===== config.mk =====
export PLATFORM = sky130hd
export DESIGN_NAME = casc_irq_ctrl
export DESIGN_NICKNAME = d
export VERILOG_FILES = /design/src/rtl/irq_pkg.sv /design/src/rtl/edge_pend.sv /design/src/rtl/en_mask.sv /design/src/rtl/prio_pick.sv /design/src/rtl/casc_irq_ctrl.sv
export SDC_FILE = /design/constraint.sdc
export NUM_CORES = 1
export LEC_CHECK = 0
export BUFFER_PORTS_ARGS = -buffer_cell sky130_fd_sc_hd__buf_2
export CAP_MARGIN = 20
export CORE_UTILIZATION = 36
export CTS_CLUSTER_DIAMETER = 80
export CTS_CLUSTER_SIZE = 30
export DETAILED_ROUTE_END_ITERATION = 6
export PLACE_DENSITY = 0.65
export SETUP_SLACK_MARGIN = 0.15
export SLEW_MARGIN = 30
export SYNTH_ARGS = -nofsm -noshare
export SYNTH_HDL_FRONTEND = slang
export SYNTH_SLANG_ARGS = --single-unit

===== constraint.sdc =====
create_clock -name clk -period 2.75 [get_ports clk]
set_clock_uncertainty 0.1 [all_clocks]
set_input_delay 0.4125 -clock clk [delete_from_list [all_inputs] [get_ports clk]]
set_output_delay 0.4125 -clock clk [all_outputs]
set_load 0.1 [all_outputs]

===== src/rtl/irq_pkg.sv =====
package irq_pkg;
  // Register byte offsets (bank n of a primary kind sits BANK_STRIDE*n above)
  localparam int OFS_PEND    = 'h010;
  localparam int OFS_ENSET   = 'h020;
  localparam int OFS_ENCLR   = 'h030;
  localparam int OFS_INDEX   = 'h040;
  localparam int OFS_SPEND   = 'h080;
  localparam int OFS_SCLR    = 'h088;
  localparam int OFS_SENSET  = 'h090;
  localparam int OFS_SENCLR  = 'h098;
  localparam int OFS_MAP     = 'h200;
  localparam int BANK_STRIDE = 4;
  localparam int MAP_STRIDE  = 4;
  localparam int IDX_W       = 6;
  localparam logic [IDX_W-1:0] IDX_NONE = '1;
endpackage


===== src/rtl/edge_pend.sv =====
module edge_pend #(
  parameter int N = 32
) (
  input  logic         clk,
  input  logic         rst,
  input  logic [N-1:0] src,
  input  logic [N-1:0] clr,
  output logic [N-1:0] pend
);
  logic [N-1:0] src_q;
  logic [N-1:0] pend_q;

  // a fresh edge wins over a clear sampled at the same edge
  always_ff @(posedge clk) begin
    if (rst) begin
      src_q  <= '0;
      pend_q <= '0;
    end else begin
      src_q  <= src;
      pend_q <= (pend_q & ~clr) | (src & ~src_q);
    end
  end

  assign pend = pend_q;
endmodule


===== src/rtl/en_mask.sv =====
module en_mask #(
  parameter int N = 32
) (
  input  logic         clk,
  input  logic         rst,
  input  logic [N-1:0] set_bits,
  input  logic [N-1:0] clr_bits,
  output logic [N-1:0] en
);
  logic [N-1:0] en_q;

  always_ff @(posedge clk) begin
    if (rst) en_q <= '0;
    else     en_q <= (en_q | set_bits) & ~clr_bits;
  end

  assign en = en_q;
endmodule


===== src/rtl/prio_pick.sv =====
module prio_pick #(
  parameter int N  = 40,
  parameter int IW = 6
) (
  input  logic [N-1:0]  act,
  output logic          hit,
  output logic [IW-1:0] idx
);
  // scan from the top so the lowest active channel is assigned last
  always_comb begin
    hit = 1'b0;
    idx = '1;
    for (int i = N - 1; i >= 0; i--) begin
      if (act[i]) begin
        hit = 1'b1;
        idx = IW'(i);
      end
    end
  end
endmodule


===== src/rtl/casc_irq_ctrl.sv =====
module casc_irq_ctrl #(
  parameter int NPRI = 40,
  parameter int NSEC = 32,
  parameter int AW   = 12,
  parameter int DW   = 32
) (
  input  logic            clk,
  input  logic            rst,
  input  logic [NPRI-1:1] pri_src,
  input  logic [NSEC-1:0] sec_src,
  input  logic            wr_en,
  input  logic            rd_en,
  input  logic [AW-1:0]   addr,
  input  logic [DW-1:0]   wdata,
  output logic [DW-1:0]   rdata,
  output logic            irq_out
);
  import irq_pkg::*;

  localparam int PBANKS = (NPRI + DW - 1) / DW;
  localparam int PWIDE  = PBANKS * DW;

  logic [NPRI-1:1] p_clr;
  logic [NPRI-1:0] p_set, p_dis;
  logic [NSEC-1:0] s_clr, s_set, s_dis;
  logic [NPRI-1:1] pb_pend;
  logic [NPRI-1:0] pri_pend, pri_en;
  logic [NSEC-1:0] sec_pend, sec_en;
  logic            casc;
  logic            win_hit;
  logic [IDX_W-1:0] win_idx;

  // ---- write decode, one bit per primary channel ----
  for (genvar i = 0; i < NPRI; i++) begin : g_pdec
    if (i > 0) begin : g_clr
      assign p_clr[i] = wr_en && (addr == AW'(OFS_PEND + (i / DW) * BANK_STRIDE))
                        && wdata[i % DW];
    end
    assign p_set[i] = wr_en && (addr == AW'(OFS_ENSET + (i / DW) * BANK_STRIDE))
                      && wdata[i % DW];
    assign p_dis[i] = wr_en && (addr == AW'(OFS_ENCLR + (i / DW) * BANK_STRIDE))
                      && wdata[i % DW];
  end

  assign s_clr = (wr_en && addr == AW'(OFS_SCLR))   ? wdata[NSEC-1:0] : '0;
  assign s_set = (wr_en && addr == AW'(OFS_SENSET)) ? wdata[NSEC-1:0] : '0;
  assign s_dis = (wr_en && addr == AW'(OFS_SENCLR)) ? wdata[NSEC-1:0] : '0;

  // ---- secondary tier ----
  edge_pend #(.N(NSEC)) u_spend (
    .clk(clk), .rst(rst), .src(sec_src), .clr(s_clr), .pend(sec_pend)
  );
  en_mask #(.N(NSEC)) u_sen (
    .clk(clk), .rst(rst), .set_bits(s_set), .clr_bits(s_dis), .en(sec_en)
  );

  assign casc = |(sec_pend & sec_en);

  // ---- primary tier: channel 0 follows the cascade level ----
  edge_pend #(.N(NPRI - 1)) u_ppend (
    .clk(clk), .rst(rst), .src(pri_src), .clr(p_clr), .pend(pb_pend)
  );
  en_mask #(.N(NPRI)) u_pen (
    .clk(clk), .rst(rst), .set_bits(p_set), .clr_bits(p_dis), .en(pri_en)
  );

  assign pri_pend = {pb_pend, casc};

  prio_pick #(.N(NPRI), .IW(IDX_W)) u_pick (
    .act(pri_pend & pri_en), .hit(win_hit), .idx(win_idx)
  );

  // ---- read mux ----
  logic [PWIDE-1:0] pend_wide, en_wide;
  logic [AW-1:0]    map_off;
  logic [DW-1:0]    rword;

  assign pend_wide = PWIDE'(pri_pend);
  assign en_wide   = PWIDE'(pri_en);
  assign map_off   = addr - AW'(OFS_MAP);

  always_comb begin
    rword = '0;
    for (int b = 0; b < PBANKS; b++) begin
      if (addr == AW'(OFS_PEND + b * BANK_STRIDE))
        rword = pend_wide[b*DW +: DW];
      if (addr == AW'(OFS_ENSET + b * BANK_STRIDE) ||
          addr == AW'(OFS_ENCLR + b * BANK_STRIDE))
        rword = en_wide[b*DW +: DW];
    end
    if (addr == AW'(OFS_INDEX))
      rword = DW'(win_idx);
    if (addr == AW'(OFS_SPEND) || addr == AW'(OFS_SCLR))
      rword = DW'(sec_pend);
    if (addr == AW'(OFS_SENSET) || addr == AW'(OFS_SENCLR))
      rword = DW'(sec_en);
    if (addr >= AW'(OFS_MAP) && map_off < AW'(NPRI * MAP_STRIDE) && map_off[1:0] == 2'b00)
      rword = DW'(map_off >> 2);
  end

  always_ff @(posedge clk) begin
    if (rst) begin
      rdata   <= '0;
      irq_out <= 1'b0;
    end else begin
      if (rd_en) rdata <= rword;
      irq_out <= win_hit;
    end
  end
endmodule


Word level (Yosys, flattened, before mapping):

Index checks and enable logic that the tools add are counted.

* output and inout bits: 33
* input bits: 119
* register bits after elaboration: 247
* word-level logic and storage cells: 267

* $add $sub $neg: 1
* magnitude comparators: 2
* equal/unequal tests: 11
* muxes and demuxes: 91
* reductions and logical operators: 136
* bitwise operators: 18

Operators with widths (count)
* 2-to-1 mux 32 bit: 11
* 2-to-1 mux 6 bit: 32
* logical AND 1 bit: 130
* bitwise AND 32 bit: 4
* inverter 32 bit: 3
* bitwise AND 40 bit: 2
* bitwise AND 39 bit: 2
* inverter 39 bit: 2
* OR 32 bit: 2
* equality test 12 x 6 -> 1 bit, second input constant: 4
* equality test 12 x 8 -> 1 bit, second input constant: 4
* 2-to-1 mux 1 bit: 40
* 2-to-1 mux 5 bit: 8
* inverter 40 bit: 1
* OR 40 bit: 1
* OR 39 bit: 1
* OR reduction 32 bit: 1
* equality test 12 x 5 -> 1 bit, second input constant: 2
* equality test 12 x 7 -> 1 bit, second input constant: 1
* >= comparator 12 x 10 -> 1 bit, second input constant: 1
* < comparator 12 x 8 -> 1 bit, second input constant: 1
* subtractor 12 x 10 -> 12 bit, second input constant: 1
* logical OR 1 bit: 4
* logical NOT 2 bit: 1

Longest topological paths before layout:

Gate-level depths: netlist of run 1.

* depth in word-level cells: 47
* depth in mapped cells: 11
* gate-level depth less buffers: 9

Modules after synthesis:

A second synthesis of run 1 with hierarchy kept.

* cells, all modules: 1417
* area total of the unflattened synthesis: 12409.4 sq um

By module, submodules not included
* casc_irq_ctrl: cells an instance 671, area each 4518.1 sq um, times used 1
* edge_pend (u_ppend): cells an instance 242, area each 2543.7 sq um, times used 1
* edge_pend (u_spend): cells an instance 199, area each 2311.0 sq um, times used 1
* en_mask (u_pen): cells an instance 124, area each 1402.6 sq um, times used 1
* en_mask (u_sen): cells an instance 99, area each 1123.6 sq um, times used 1
* prio_pick: cells an instance 82, area each 510.5 sq um, times used 1

Least setup slack after synthesis of run 1:

Ideal clock, no wire load.

* kind: in2reg
* from: in addr[8]
* to: reg rdata[4]
* path slack: 356 ps
* data arrival time: 2190 ps
* library setup time: 103 ps
* path buffers: 2
* cell stages on the path: 8
* cell sequence: or3_4 or2_1 buf_6 buf_6 nor4_4 and3_4 a21oi_2 a2111oi_2

* cells in the longest elaborated chain, start to end: 9

RTL lines
* start: declaration: line casc_irq_ctrl.sv:13 `input logic [AW-1:0] addr,`
* parallel branches: the longest is 8 deep, another holds subtractor 12 x 10 -> 12 bit
* 2-to-1 mux 32 bit (*): line casc_irq_ctrl.sv:97 `if (addr >= AW'(OFS_MAP) && map_off < AW'(NPRI * MAP_STRIDE) && map_off[1:0] == 2'b00)`
* end signal: assignment: line casc_irq_ctrl.sv:106 `if (rd_en) rdata <= rword;`
* end: declaration: line casc_irq_ctrl.sv:15 `output logic [DW-1:0] rdata,`

Every way passes the cells marked *.
A chain may end at the register's enable or synchronous reset.

Worst setup path in the final report of run 1:

* from: reg u_spend.pend_q[25] (netlist: u_spend.pend[25])
* to: reg rdata[5]

* cells in the longest elaborated chain, start to end: 8

RTL lines
* start: declaration: line edge_pend.sv:11 `logic [N-1:0] pend_q;`
* start signal: assignment: line edge_pend.sv:20 `pend_q <= (pend_q & ~clr) | (src & ~src_q);`
* bitwise AND 32 bit: line casc_irq_ctrl.sv:57 `assign casc = |(sec_pend & sec_en);`
* OR reduction 32 bit: line casc_irq_ctrl.sv:57
* bitwise AND 40 bit: line casc_irq_ctrl.sv:70 `.act(pri_pend & pri_en), .hit(win_hit), .idx(win_idx)`
* 2-to-1 mux 6 bit: line prio_pick.sv:14 `if (act[i]) begin`
* 2-to-1 mux 32 bit: line casc_irq_ctrl.sv:91 `if (addr == AW'(OFS_INDEX))`
* 2-to-1 mux 32 bit: line casc_irq_ctrl.sv:93 `if (addr == AW'(OFS_SPEND) || addr == AW'(OFS_SCLR))`
* 2-to-1 mux 32 bit: line casc_irq_ctrl.sv:95 `if (addr == AW'(OFS_SENSET) || addr == AW'(OFS_SENCLR))`
* 2-to-1 mux 32 bit: line casc_irq_ctrl.sv:97

No other way between the ends.

==> flow_summary_export.csv, run 1 <==
group,metric,value,unit
routing,drc,0,
power,pwr_density_cell,566,nW/µm²
placement,dp_slack,0.0580,ns
critical_path,crit_chain,"a22oi_2, nand4_1, o41ai_1, buf_4, nand2_1, nor3_1, a21oi_1, a211oi_1",
finish,final.fill_count,2880,
critical_path,crit_path_end_kind,"flip-flop",
critical_path,cp.required,3.07,ns
critical_path,crit_slowest_cell,"o41ai_1",
logic_synthesis,synthSimpleGateAreaFrac,0.263,
floorplan,die_w,172,µm
global_route,use_met2,0.337,
logic_synthesis,syn-cell-area,10500,µm²
global_route,track_usage,0.218,
critical_path,startpoint_type,"flip-flop",
sta,whs,0.0133,ns
logic_synthesis,syn_area_per_cell,8.36,µm²
logic_synthesis,ys_warn_count,0,
floorplan,die_y,172,µm
logic_synthesis,synth_area_leader_cell,"dfxtp_1",
logic_synthesis,synth-compound-area-share,0.223,
cts,cts.sinks,247,
run,drv_cap,0,
routing,drtIter0Drc,836,
routing,antenna_left,0,
logic_synthesis,synth_area_leaders,"dfxtp_1, a21oi_1, nor2b_1, nand2_1, a22oi_1",
power,ir_worst_vdd,0.000383,V
critical_path,crit_type,"reg -> reg",
logic_synthesis,synth_top_cell_area_share,0.473,
global_route,grt_pass1_vias,8677,
floorplan,die_area,29700,µm²
logic_synthesis,synth-seq-cells,247,
finish,fin_util,0.431,
sta,tightest_slew,0.552,ns
power,power,0.00699,W
floorplan,rows,62,
sta,fin_ws,0.342,ns
sta,finalCriticalPeriod,2.41,ns
floorplan,core,28600,µm²
routing,wirelength,32800,µm
critical_path,critPathMaxFanout,4,
cts,cts_root_buf,"clkbuf_16",
sta,setup_tns,0,ns
routing,viasPerCell,5.45,
logic_synthesis,synthAdderAreaFrac,0.00120,
sta,rsz0062_at_grt,"no",
global_route,use_met3,0.0414,
critical_path,crit_arrival,2.72,ns
outcome,status,"completed",
cts,cts.path.max_buffers,3,
finish,layout.nets,1498,
routing,vias,9653,
worst_hold_path,hp-class,"in -> reg",
logic_synthesis,synth_edf_count,0,
cts,clk_latency,0.51,ns
sta,setup_viol,0,
global_route,grt_start_max_net_pins,83,
floorplan,io_pins,152,
sta,slew_viol_final,0,
logic_synthesis,muxShareOfSynthArea,0.00574,
placement,routabilityCongestion,0.947,
logic_synthesis,synthCells,1251,
cts,cts_tree,"done",
global_route,grt_busiest_layer,"met2",
floorplan,start_util,0.365,
global_route,grt_pass1_wl,49600,µm
sta,hold_violations,0,
logic_synthesis,synth_seq_area_share,0.473,
finish,syn_to_final_growth,18.0,%
cts,postCtsSetupBuffers,0,
sta,fin_crit_sh,0.875,
logic_synthesis,syn_nets,1371,
cts,cts-htree-levels,1,
global_route,antenna_found_initial,2,
routing,wl_per_cell,18.5,µm
global_route,grt-ovfl-total,0,
logic_synthesis,synth_ff_type,"dfxtp_1",
finish,drive_above_1_share,0.176,
logic_synthesis,yosys-top-cells-count,"dfxtp_1, a21oi_1, nand2_1",
routing,drtPass1Iterations,6,
sta,slew-limit-headroom,0.632,
cts,path_clk_slew,0.12,ns
placement,portBuffers,151,
logic_synthesis,synth.most_common_cell,"dfxtp_1",
sta,fmax,0.415,GHz
logic_synthesis,synth_top_family_by_area,"simple AND/OR/NAND/NOR gates",
cts,hold_buffers,0,
critical_path,cp_slowest_stage_delay,0.39,ns
power,p_leak,4.50,nW
logic_synthesis,synth-xor-area-share,0.000838,
placement,dpl.hpwl,23600,µm
logic_synthesis,async_flop_share,0,
cts,cts_buffers,15,
global_route,gr-usage-met1,0.301,
logic_synthesis,yosysUniqueCellTypes,58,
==> sequential cells by signal (all words and copies together) (netlist names) <==
| name | cells |
|---|---|
| irq_out | 1 |
| rdata | 32 |
| u_pen.en | 40 |
| u_ppend.pend | 39 |
| u_ppend.src_q | 39 |
| u_sen.en | 32 |
| u_spend.pend | 32 |
| u_spend.src_q | 32 |
==> area by class of cell <==
| type | instances | area (µm²) | share of cell area |
|---|---|---|---|
| repair buffers | 184 | 1160 | 0.0940 |
| flip-flops and latches | 247 | 4940 | 0.401 |
| clock inverters | 9 | 154 | 0.0125 |
| inverters | 3 | 11.3 | 0.000913 |
| clock buffers | 16 | 379 | 0.0307 |
| well taps | 384 | 480 | 0.0389 |
| diodes | 2 | 5.00 | 0.000406 |
| multi-input cells | 927 | 5200 | 0.422 |
==> critical path: cells and delay by family (launching register included) <==
family	cells	cell delay, ns
AND/OR/NAND/NOR	3	0.60
buffers and inverters	1	0.18
flip-flops	1	0.38
AO/OA/AOI/OAI	4	1.07
==> kinds of logic (layout without fill, tap and decap cells) <==
group | after synthesis | count (layout)
flops | 247 | 247
compound gates | 371 | 371
fa+ha+maj | 1 | 1
xor+xnor | 1 | 1
simple gates | 548 | 548
mux | 6 | 6
other cells | 0 | 2
buf+inv | 77 | 212
==> cells in the final DEF (no fill, tap or decap), types with 3 or more instances in the layout <==
| master | n |
|---|---|
| a211oi_1 | 35 |
| a21oi_1 | 202 |
| a221oi_1 | 5 |
| a222oi_1 | 3 |
| a22o_1 | 6 |
| a22oi_1 | 85 |
| a31oi_1 | 5 |
| a32o_1 | 4 |
| and2_1 | 4 |
| and3_1 | 6 |
| buf_12 | 12 |
| buf_2 | 150 |
| buf_4 | 21 |
| clkbuf_16 | 15 |
| dfxtp_1 | 247 |
| inv_16 | 3 |
| mux2i_1 | 6 |
| nand2_1 | 192 |
| nand2b_1 | 4 |
| nand3_1 | 11 |
| nand4_1 | 9 |
| nor2_1 | 105 |
| nor2b_1 | 144 |
| nor3_1 | 9 |
| nor3_2 | 3 |
| nor3_4 | 4 |
| o21ai_0 | 4 |
| o31ai_1 | 3 |
| or2_0 | 25 |
| or2_2 | 16 |
| or3_1 | 3 |
==> per-layer routing <==
| layer | up-vias | part of all wire |
|---|---|---|
| met5 | - | 0 |
| met4 | 0 | 0.035 |
| met3 | 66 | 0.076 |
| met2 | 397 | 0.44 |
| met1 | 4566 | 0.45 |
| li1 | 4624 | - |
==> per-stage QoR <==
step,cells,cell area (µm²)
detailed placement,1745,11800
finish,1772,12300
CTS,1770,12300
global placement,1745,11800
floorplan,1251,10500
global route,1771,12300
==> what timing repair did <==
action	CTS	global route
setup endpoints to repair	0	2
gates resized for setup	0	1
endpoints found under the hold margin	0	0
==> report_power, final <==
group	internal [W]	total (W)	leakage, nW	switching [W]
logic	0.000201	0.000510	2.21	0.000309
clock network	0.00121	0.00263	0.260	0.00142
registers	0.00372	0.00385	2.03	0.000133
==> final timing paths <==
check                                   start  slack, ns  cells after the start                            to
hold reg to reg       u_pen.en[39]$_SDFF_PP0_       0.38                      2       u_pen.en[39]$_SDFF_PP0_
hold / removal                    sec_src[11]       0.01                      2  u_spend.src_q[11]$_SDFF_PP0_
setup / recovery  u_spend.pend[25]$_SDFF_PP0_       0.34                      8         rdata[5]$_SDFFE_PP0P_
setup reg to reg  u_spend.pend[25]$_SDFF_PP0_       0.34                      8         rdata[5]$_SDFFE_PP0P_
Note: power is estimated with default switching activity, not from simulation.
==> run 2, diff against run 1 <==
--- a/config.mk
+++ b/config.mk
@@ -7,11 +7,12 @@
 export LEC_CHECK = 0
 export BUFFER_PORTS_ARGS = -buffer_cell sky130_fd_sc_hd__buf_2
 export CAP_MARGIN = 20
+export CORE_ASPECT_RATIO = 0.7
 export CORE_UTILIZATION = 36
 export CTS_CLUSTER_DIAMETER = 80
 export CTS_CLUSTER_SIZE = 30
 export DETAILED_ROUTE_END_ITERATION = 6
-export PLACE_DENSITY = 0.65
+export PLACE_DENSITY = 0.53
 export SETUP_SLACK_MARGIN = 0.15
 export SLEW_MARGIN = 30
 export SYNTH_ARGS = -nofsm -noshare
==> flow_summary_export.csv, run 2 (synthesis results as in run 1) <==
group,metric,value,unit
critical_path,crit_arrival,2.83,ns
sta,slew_viol_final,0,
worst_hold_path,hp-class,"in -> reg",
routing,wirelength,34600,µm
critical_path,crit_path_end_kind,"flip-flop",
routing,vias,9408,
power,p_leak,4.43,nW
sta,slew-limit-headroom,0.567,
routing,drtPass1Iterations,7,
sta,rsz0062_at_grt,"no",
sta,fmax,0.392,GHz
worst_hold_path,holdPathStages,2,
finish,diodes,0,
power,ir_worst_vdd,0.000342,V
placement,dpl.hpwl,24700,µm
floorplan,die_y,145,µm
global_route,track_usage,0.231,
critical_path,cp.required,3.03,ns
global_route,grt-ovfl-total,0,
critical_path,rrSetupSlack,0.20,ns
floorplan,die_area,29700,µm²
critical_path,path_buf_inv,1,
placement,dp_slack,-0.0378,ns
sta,setup_viol,0,
finish,drive_above_1_share,0.171,
cts,cts-htree-levels,1,
critical_path,reg2reg_depth,8,
floorplan,die_w,206,µm
sta,fin_crit_sh,0.928,
cts,cts.sinks,247,
outcome,status,"completed",
power,pwr_density_cell,541,nW/µm²
cts,cts_root_buf,"clkbuf_16",
critical_path,rr_endpoint,"rdata[0]$_SDFFE_PP0P_",
routing,wl_per_cell,19.8,µm
finish,layout.nets,1492,
routing,drtIter0Drc,879,
routing,viasPerCell,5.39,
finish,largest_reg_flops,40,
finish,final_common_cell,"dfxtp_1",
sta,setup_tns,0,ns
cts,clk_latency,0.50,ns
cts,cts_tree,"done",
critical_path,crit_type,"reg -> reg",
finish,final.fill_count,2853,
cts,cts_buffers,13,
placement,portBuffers,151,
global_route,grt_pass1_wl,52400,µm
sta,tightest_slew,0.650,ns
finish,fin_util,0.432,
floorplan,start_util,0.372,
sta,fin_ws,0.197,ns
global_route,grt_start_max_net_pins,86,
critical_path,reg2reg_from,"u_spend.pend[25]$_SDFF_PP0_",
finish,syn_to_final_growth,16.2,%
cts,postCtsSetupBuffers,0,
run,drv_cap,0,
critical_path,crit_slowest_cell,"o41ai_2",
routing,drc,0,
sta,hold_violations,0,
critical_path,startpoint_type,"flip-flop",
floorplan,core,28100,µm²
routing,antenna_left,0,
worst_hold_path,min_from,"sec_src[11]",
critical_path,cp_slowest_stage_delay,0.50,ns
floorplan,io_pins,152,
placement,routabilityCongestion,0.897,
critical_path,critPathMaxFanout,3,
floorplan,rows,51,
sta,finalCriticalPeriod,2.55,ns
global_route,antenna_found_initial,0,
cts,cts.path.max_buffers,3,
finish,mostFrequentLayoutCells,"dfxtp_1, a21oi_1, nand2_1, buf_2, nor2b_1",
cts,path_clk_slew,0.12,ns
critical_path,crit_family,"compound AO/OA/AOI/OAI gates",
critical_path,crit_chain,"a22oi_1, nand4_1, o41ai_2, buf_4, nand3_1, a31oi_1, nor2_1, o41ai_1",
worst_hold_path,hold_path_end,"u_spend.src_q[11]$_SDFF_PP0_",
global_route,grt_pass1_vias,8674,
## run 2: repair_timing
item	4_1_cts	5_1_grt
gates resized for setup	1	0
setup endpoints to repair	1	0
hold buffers	0	0
## run 2: layout make-up
| class | count | area [µm²] | share of cell area |
|---|---|---|---|
| inverters | 3 | 11.3 | 0.000927 |
| repair buffers | 180 | 1130 | 0.0932 |
| multi-input cells | 927 | 5210 | 0.429 |
| well taps | 371 | 464 | 0.0382 |
| clock buffers | 13 | 325 | 0.0268 |
| flip-flops and latches | 247 | 4940 | 0.407 |
| clock inverters | 6 | 62.6 | 0.00515 |
## run 2: worst max-delay path by stage
stage	from	endpoint	slack (ns)	cells past startpoint
after floorplan	addr[8]	rdata[4]$_SDFFE_PP0P_	0.36	8
after global routing	u_spend.pend[25]$_SDFF_PP0_	rdata[0]$_SDFFE_PP0P_	0.15	8
after detailed placement	addr[9]	rdata[0]$_SDFFE_PP0P_	-0.04	9
final	u_spend.pend[25]$_SDFF_PP0_	rdata[0]$_SDFFE_PP0P_	0.20	8
after global placement	addr[8]	rdata[0]$_SDFFE_PP0P_	-0.09	9
after CTS	u_spend.pend[25]$_SDFF_PP0_	rdata[0]$_SDFFE_PP0P_	0.25	8
## run 2: routing by layer
| layer | wire, µm | up-vias | share of wire | global-route usage |
|---|---|---|---|---|
| met3 | 2810 | 37 | 0.081 | 0.0372 |
| met5 | 0 | - | 0 | 0 |
| met4 | 553 | 0 | 0.016 | 0.0441 |
| met1 | 17700 | 4396 | 0.51 | 0.363 |
| met2 | 13500 | 362 | 0.39 | 0.324 |
| li1 | - | 4613 | - | - |
## run 2: where the power goes
| part | switching (W) | internal [W] | leakage (nW) | total (W) |
|---|---|---|---|---|
| Combinational | 0.000318 | 0.000202 | 2.20 | 0.000520 |
| Sequential | 0.000132 | 0.00372 | 2.03 | 0.00385 |
| Clock | 0.00129 | 0.000918 | 0.194 | 0.00220 |
| Total | 0.00174 | 0.00484 | 4.43 | 0.00657 |
## run 2: worst reg2reg max path, stage by stage (launching register included)
cell	delay, ns
dfxtp_1	0.40
a22oi_1	0.28
nand4_1	0.25
o41ai_2	0.50
buf_4	0.20
nand3_1	0.06
a31oi_1	0.29
nor2_1	0.11
o41ai_1	0.26
## run 2: through the flow
step | cell area [µm²] | total power [W] | hold slack (ns) | std cells
final | 12100 | 0.00657 | 0.0259 | 1747
after floorplan | 10500 | 0.00416 | 0.345 | 1251
after global placement | 11800 | 0.00444 | 0.354 | 1728
after CTS | 12100 | 0.00665 | 0.0127 | 1747
after detailed placement | 11800 | 0.00445 | 0.363 | 1728
after global routing | 12100 | 0.00683 | 0.0199 | 1747
